## config.mk

```make
export PLATFORM = sky130hd
export DESIGN_NAME = modem_irq_ctrl
export DESIGN_NICKNAME = d
export VERILOG_FILES = /design/src/rtl/mic_pkg.sv /design/src/rtl/mic_sync.sv /design/src/rtl/mic_change_latch.sv /design/src/rtl/mic_ctrl_reg.sv /design/src/rtl/modem_irq_ctrl.sv
export SDC_FILE = /design/constraint.sdc
export NUM_CORES = 1
export LEC_CHECK = 0
export BUFFER_PORTS_ARGS = -buffer_cell sky130_fd_sc_hd__clkbuf_2
export CAP_MARGIN = 20
export CELL_PAD_IN_SITES_DETAIL_PLACEMENT = 1
export CELL_PAD_IN_SITES_GLOBAL_PLACEMENT = 1
export CORE_ASPECT_RATIO = 1.2
export CORE_MARGIN = 2
export CORE_UTILIZATION = 30
export DETAILED_ROUTE_END_ITERATION = 12
export HOLD_SLACK_MARGIN = 0.05
export PLACE_DENSITY_LB_ADDON = 0.05
export SLEW_MARGIN = 10
export SYNTH_ARGS = -nofsm -noshare
export SYNTH_HDL_FRONTEND = slang
export SYNTH_SLANG_ARGS = --single-unit
```

## constraint.sdc

```tcl
create_clock -name clk -period 1 [get_ports clk]
set_input_delay 0 -clock clk [delete_from_list [all_inputs] [get_ports clk]]
set_output_delay 0 -clock clk [all_outputs]
set_load 0.02 [all_outputs]
```

## src/rtl/mic_pkg.sv

```systemverilog
package mic_pkg;
   // control register bit positions
   localparam int CTRL_RTS  = 0;
   localparam int CTRL_DTR  = 1;
   localparam int CTRL_IEN  = 2;
   localparam int CTRL_MIEN = 3;
   // status register bit positions
   localparam int ST_CTS    = 0;
   localparam int ST_DSR    = 1;
   localparam int ST_DCTS   = 2;
   localparam int ST_DDSR   = 3;
   // modem line indices within the synchronised vector
   localparam int LINE_CTS  = 0;
   localparam int LINE_DSR  = 1;
   localparam int NUM_LINES = 2;

   typedef enum logic [1:0] {
      SEL_CTRL,
      SEL_STATUS,
      SEL_NONE
   } reg_sel_e;
endpackage

```

## src/rtl/mic_sync.sv

```systemverilog
module mic_sync #(
   parameter int         STAGES  = 2,
   parameter int         WIDTH   = 2,
   parameter logic       RST_VAL = 1'b1
) (
   input  logic             clk,
   input  logic             rst,
   input  logic [WIDTH-1:0] d,
   output logic [WIDTH-1:0] q
);
   if (STAGES < 2) begin : g_bad_stages
      $error("mic_sync: STAGES must be at least 2");
   end
   if (WIDTH < 1) begin : g_bad_width
      $error("mic_sync: WIDTH must be at least 1");
   end

   logic [WIDTH-1:0] chain [STAGES];

   for (genvar s = 0; s < STAGES; s++) begin : g_stage
      if (s == 0) begin : g_first
         always_ff @(posedge clk) begin
            if (rst) chain[s] <= {WIDTH{RST_VAL}};
            else     chain[s] <= d;
         end
      end else begin : g_next
         always_ff @(posedge clk) begin
            if (rst) chain[s] <= {WIDTH{RST_VAL}};
            else     chain[s] <= chain[s-1];
         end
      end
   end

   assign q = chain[STAGES-1];
endmodule

```

## src/rtl/mic_change_latch.sv

```systemverilog
module mic_change_latch #(
   parameter int WIDTH = 2
) (
   input  logic             clk,
   input  logic             rst,
   input  logic [WIDTH-1:0] lvl,
   input  logic             clr,
   output logic [WIDTH-1:0] flag
);
   if (WIDTH < 1) begin : g_bad_width
      $error("mic_change_latch: WIDTH must be at least 1");
   end

   logic [WIDTH-1:0] prev;
   logic [WIDTH-1:0] det;

   assign det = lvl ^ prev;

   always_ff @(posedge clk) begin
      if (rst) begin
         prev <= '0;
         flag <= '0;
      end else begin
         prev <= lvl;
         // a fresh edge wins over a clear in the same cycle
         flag <= (flag & ~{WIDTH{clr}}) | det;
      end
   end


   flag_set_chk: assert property (@(posedge clk) disable iff (rst)
      (|det) |=> ((flag & $past(det)) == $past(det)));


   flag_clear_chk: assert property (@(posedge clk) disable iff (rst)
      (clr && det == '0) |=> (flag == '0));


   flag_hold_chk: assert property (@(posedge clk) disable iff (rst)
      (!clr) |=> ((flag & $past(flag)) == $past(flag)));
endmodule

```

## src/rtl/mic_ctrl_reg.sv

```systemverilog
module mic_ctrl_reg
   import mic_pkg::*;
#(
   parameter int DATA_W = 8
) (
   input  logic              clk,
   input  logic              rst,
   input  logic              we,
   input  logic [DATA_W-1:0] wdata,
   output logic [DATA_W-1:0] ctrl_q,
   output logic              rts_n,
   output logic              dtr_n
);
   if (DATA_W < 4) begin : g_bad_width
      $error("mic_ctrl_reg: DATA_W must hold the four control bits");
   end

   always_ff @(posedge clk) begin
      if (rst)     ctrl_q <= '0;
      else if (we) ctrl_q <= wdata;
   end

   // a set bit asserts the pin, which is active low
   assign rts_n = ~ctrl_q[CTRL_RTS];
   assign dtr_n = ~ctrl_q[CTRL_DTR];


   rts_follow_chk: assert property (@(posedge clk) disable iff (rst)
      we |=> (rts_n == !$past(wdata[CTRL_RTS])));


   dtr_follow_chk: assert property (@(posedge clk) disable iff (rst)
      we |=> (dtr_n == !$past(wdata[CTRL_DTR])));


   pins_hold_chk: assert property (@(posedge clk) disable iff (rst)
      !we |=> ($stable(rts_n) && $stable(dtr_n)));
endmodule

```

## src/rtl/modem_irq_ctrl.sv

```systemverilog
module modem_irq_ctrl
   import mic_pkg::*;
#(
   parameter int DATA_W      = 8,
   parameter int ADDR_W      = 2,
   parameter int SYNC_STAGES = 2,
   parameter bit REG_INTR    = 1'b0
) (
   input  logic              clk,
   input  logic              rst,
   input  logic              wr_en,
   input  logic              rd_en,
   input  logic [ADDR_W-1:0] addr,
   input  logic [DATA_W-1:0] wr_data,
   output logic [DATA_W-1:0] rd_data,
   input  logic              cts_n,
   input  logic              dsr_n,
   output logic              rts_n,
   output logic              dtr_n,
   input  logic              tx_irq_src,
   input  logic              rx_irq_src,
   output logic              intr
);
   localparam logic [ADDR_W-1:0] ADDR_CTRL   = ADDR_W'(0);
   localparam logic [ADDR_W-1:0] ADDR_STATUS = ADDR_W'(1);

   if (DATA_W < 4) begin : g_bad_data
      $error("modem_irq_ctrl: DATA_W must be at least 4");
   end
   if (ADDR_W < 1) begin : g_bad_addr
      $error("modem_irq_ctrl: ADDR_W must be at least 1");
   end
   if (SYNC_STAGES < 2) begin : g_bad_sync
      $error("modem_irq_ctrl: SYNC_STAGES must be at least 2");
   end

   reg_sel_e                sel;
   logic [DATA_W-1:0]       ctrl_q;
   logic [NUM_LINES-1:0]    pins_q;
   logic [NUM_LINES-1:0]    lvl;
   logic [NUM_LINES-1:0]    chg;
   logic [DATA_W-1:0]       status;
   logic                    clr;
   logic                    intr_raw;

   always_comb begin
      if (addr == ADDR_CTRL)        sel = SEL_CTRL;
      else if (addr == ADDR_STATUS) sel = SEL_STATUS;
      else                          sel = SEL_NONE;
   end

   mic_ctrl_reg #(.DATA_W(DATA_W)) u_ctrl (
      .clk    (clk),
      .rst    (rst),
      .we     (wr_en && sel == SEL_CTRL),
      .wdata  (wr_data),
      .ctrl_q (ctrl_q),
      .rts_n  (rts_n),
      .dtr_n  (dtr_n)
   );

   mic_sync #(
      .STAGES  (SYNC_STAGES),
      .WIDTH   (NUM_LINES),
      .RST_VAL (1'b1)
   ) u_sync (
      .clk (clk),
      .rst (rst),
      .d   ({dsr_n, cts_n}),
      .q   (pins_q)
   );

   // asserted-high view of the active-low lines
   assign lvl = ~pins_q;
   assign clr = rd_en && sel == SEL_STATUS;

   mic_change_latch #(.WIDTH(NUM_LINES)) u_chg (
      .clk  (clk),
      .rst  (rst),
      .lvl  (lvl),
      .clr  (clr),
      .flag (chg)
   );

   always_comb begin
      status          = '0;
      status[ST_CTS]  = lvl[LINE_CTS];
      status[ST_DSR]  = lvl[LINE_DSR];
      status[ST_DCTS] = chg[LINE_CTS];
      status[ST_DDSR] = chg[LINE_DSR];
   end

   always_comb begin
      unique case (sel)
         SEL_CTRL:   rd_data = ctrl_q;
         SEL_STATUS: rd_data = status;
         default:    rd_data = '0;
      endcase
   end

   assign intr_raw = ctrl_q[CTRL_IEN] &
                     (tx_irq_src | rx_irq_src | (ctrl_q[CTRL_MIEN] & (|chg)));

   if (REG_INTR) begin : g_intr_reg
      logic intr_q;
      always_ff @(posedge clk) begin
         if (rst) intr_q <= 1'b0;
         else     intr_q <= intr_raw;
      end
      assign intr = intr_q;


      gate_off_chk: assert property (@(posedge clk) disable iff (rst)
         !ctrl_q[CTRL_IEN] |=> !intr);

      modem_raise_chk: assert property (@(posedge clk) disable iff (rst)
         (ctrl_q[CTRL_IEN] && ctrl_q[CTRL_MIEN] && (|chg)) |=> intr);
   end else begin : g_intr_comb
      assign intr = intr_raw;


      gate_off_chk: assert property (@(posedge clk) disable iff (rst)
         !ctrl_q[CTRL_IEN] |-> !intr);

      modem_raise_chk: assert property (@(posedge clk) disable iff (rst)
         (ctrl_q[CTRL_IEN] && ctrl_q[CTRL_MIEN] && (|chg)) |-> intr);

      modem_mask_chk: assert property (@(posedge clk) disable iff (rst)
         (!ctrl_q[CTRL_MIEN] && !tx_irq_src && !rx_irq_src) |-> !intr);
   end
endmodule

```

==> results_dict.tcl <==
set metrics [dict create \
    crit_path_start_kind "flip-flop" \
    synthDistinctLibCells 16 \
    wl_per_cell_um 10.5 \
    most-common-layout-cells "23 x clkbuf_2, 18 x nand2b_1, 12 x buf_4" \
    ys_ff_latch 16 \
    path_cells "nor2_2 -> a211oi_2 -> buf_4" \
    hold_violations 0 \
    worst_hold_path.endpoint "u_chg.flag[1]" \
    rr_endpoint "u_chg.flag[1]" \
    setup_violations 0 \
    clk_pin_slew_ps 90 \
    critPathKind "flip-flop to output port" \
    setup_slack_ps 16.1 \
    core.rowCount 19 \
    post-route-period-util_pct 98.4 \
    synthToLayoutAreaGrowth_pct 51.0 \
    drt-initial-drc-count 6 \
    critical_path.max_fanout 2 \
    numPortBuffers 28 \
    syn_nets 94 \
    worstPathArrival_ps 980 \
    vias 653 \
    holdWs_ps 81.1 \
    die_h_um 58.1 \
    powerDensity_mw_per_mm2 1200 \
    diodes 0 \
    hold_depth 3 \
    drv_slew 0 \
    start_util_pct 31.7 \
    fmax_ghz 1.02 \
    grt_max_degree 27 \
    required_ps 1000 \
    fin_worst_skew_ps 0.358 \
    post-place-ws_ps 118 \
    synth_warnings 0 \
    grt_pass1_vias 706 \
    drive_above_1_share_pct 46.3 \
    critPathLaunch "u_ctrl.ctrl_q[0]" \
    grt_pass1_wl_um 2940 \
    grt_overflow 0 \
    clock_latency_ps 280 \
    yosysTopAreaCell "dfxtp_1" \
    wl_um 1600 \
    grt_setup_unrepaired "yes" \
    synth_top_area_share_pct 43.8 \
    cts_tree "built" \
    slew-limit-headroom_pct 75.6 \
    avgSynthCellArea_um2 9.61 \
    core_mm2 0.00231 \
    clk_path_buf_depth 2 \
    synthTopCellsByArea "dfxtp_1 44%, nand2b_1 15%, mux2i_1 14%, nor2_1 4.1%, and2_1 3.4%" \
    antenna_found_initial 0 \
    gp_congestion 0.659 \
    ir_drop_mv 0.640 \
    min_from "rd_en" \
    drc_errors 0 \
    drtPass1Iterations 4 \
    dp_hpwl_um 1140 \
    die_w_um 49.1 \
    drt.antenna.violating_nets 0 \
    cts_buffers 3 \
    layout_commonest_cell "clkbuf_2" \
    dieArea_mm2 0.00285 \
    p_total_mw 1.32 \
    viasPerCell 4.30 \
    end_kind "output port" \
    syn_area_um2 731 \
    slowest_stage "dfxtp_2" \
    cts.sinks 16 \
    synth_cells 76 \
    reg2reg_from "u_sync.chain[1][1]" \
    drv_cap 0 \
    rr_worst_depth 3 \
    period_needed_ps 984 \
    htree_levels 1 \
    cts_root_buf "clkbuf_4" \
    worst-r2r-setup-slack_ps 180 \
    synth-seq-area-share_pct 43.8 \
    layout.nets 140 \
    slowest_delay_ps 350 \
    status "finished clean" \
    hold_path.class "input pin to flip-flop" \
    ios 29 \
    power.leakage_nw 0.482 \
    gr-usage-all-layers_pct 13.3 \
    worst_pin_slew_ps 365 \
]
-- kinds of logic (layout without fill, tap and decap cells) --
logic type | count (synthesis) | after routing | synth area share, %
mux | 10 | 10 | 13.7
flops | 16 | 16 | 43.8
simple gates | 36 | 36 | 29.5
compound gates | 6 | 6 | 5.48
xor+xnor | 2 | 2 | 2.40
buf+inv | 6 | 51 | 5.14
-- through the flow --
stage | instance area [um^2] | TNS (ps) | utilization (%) | cells
floorplan | 731 | 0 | - | 76
global placement | 895 | 0 | 38.8 | 133
detailed placement | 895 | 0 | 38.8 | 133
CTS | 1080 | -139 | 46.7 | 149
global route | 1100 | -178 | 47.9 | 152
finish | 1100 | 0 | 47.9 | 152
-- power breakdown --
group          internal [mW]  switching, mW
clock network          0.221          0.199
registers              0.667         0.0156
logic                  0.127         0.0907
total                   1.02          0.305
-- worst max-delay path by stage --
stage,end,cells after the start,slack (ps)
after global routing,intr,3,-50
final,rd_data[0],3,20
after floorplan,rd_data[1],2,70
after CTS,rd_data[1],2,-80
after detailed placement,rd_data[1],3,120
after global placement,rd_data[1],3,120
-- routing by layer --
metal  part of all wire, %  global-route usage, %  routed length [um]  vias to the layer above
met3                   4.4                   2.58                  70                        2
met4                  0.88                   6.12                  14                        0
met1                    43                   13.8                 680                      298
li1                      -                      -                   -                      334
met5                     0                      0                   0                        -
met2                    52                   25.6                 832                       19
-- synth_stat cells (all sizes together) --
library cell / instances
xor2: 2
and3b: 1
inv: 2
o22ai: 2
or2: 4
mux2i: 10
o21ai: 1
nor3b: 1
nor2: 8
nand2b: 18
a21boi: 1
and2: 4
buf: 2
a211oi: 2
clkbuf: 2
dfxtp: 16
-- final cells by class --
class                   count  area (um^2)
fillers                   293         1200
multi-input cells          54          385
flip-flops and latches     16          330
repair buffers             45          305
well taps                  31         38.8
clock buffers               4         36.3
inverters                   2         7.51
-- sequential cells by signal, indices dropped and copies added, names as in the netlist --
name	count
u_chg.prev	2
u_sync.chain	4
u_ctrl.ctrl_q	8
u_chg.flag	2
-- timing repair --
action                                 4_1_cts  5_1_grt
setup endpoints to repair                    5        5
setup buffers                                2        3
gates resized for setup                     16        7
pin swaps                                    2        2
hold buffers                                10        0
endpoints found under the hold margin       10        0
-- critical path: cells and delay by family, from the launching register on --
family	cells	cell delay (ps)
flops	1	350
buf+inv	1	170
compound gates	1	150
simple gates	1	40
Note: power is estimated with default switching activity, not from simulation.
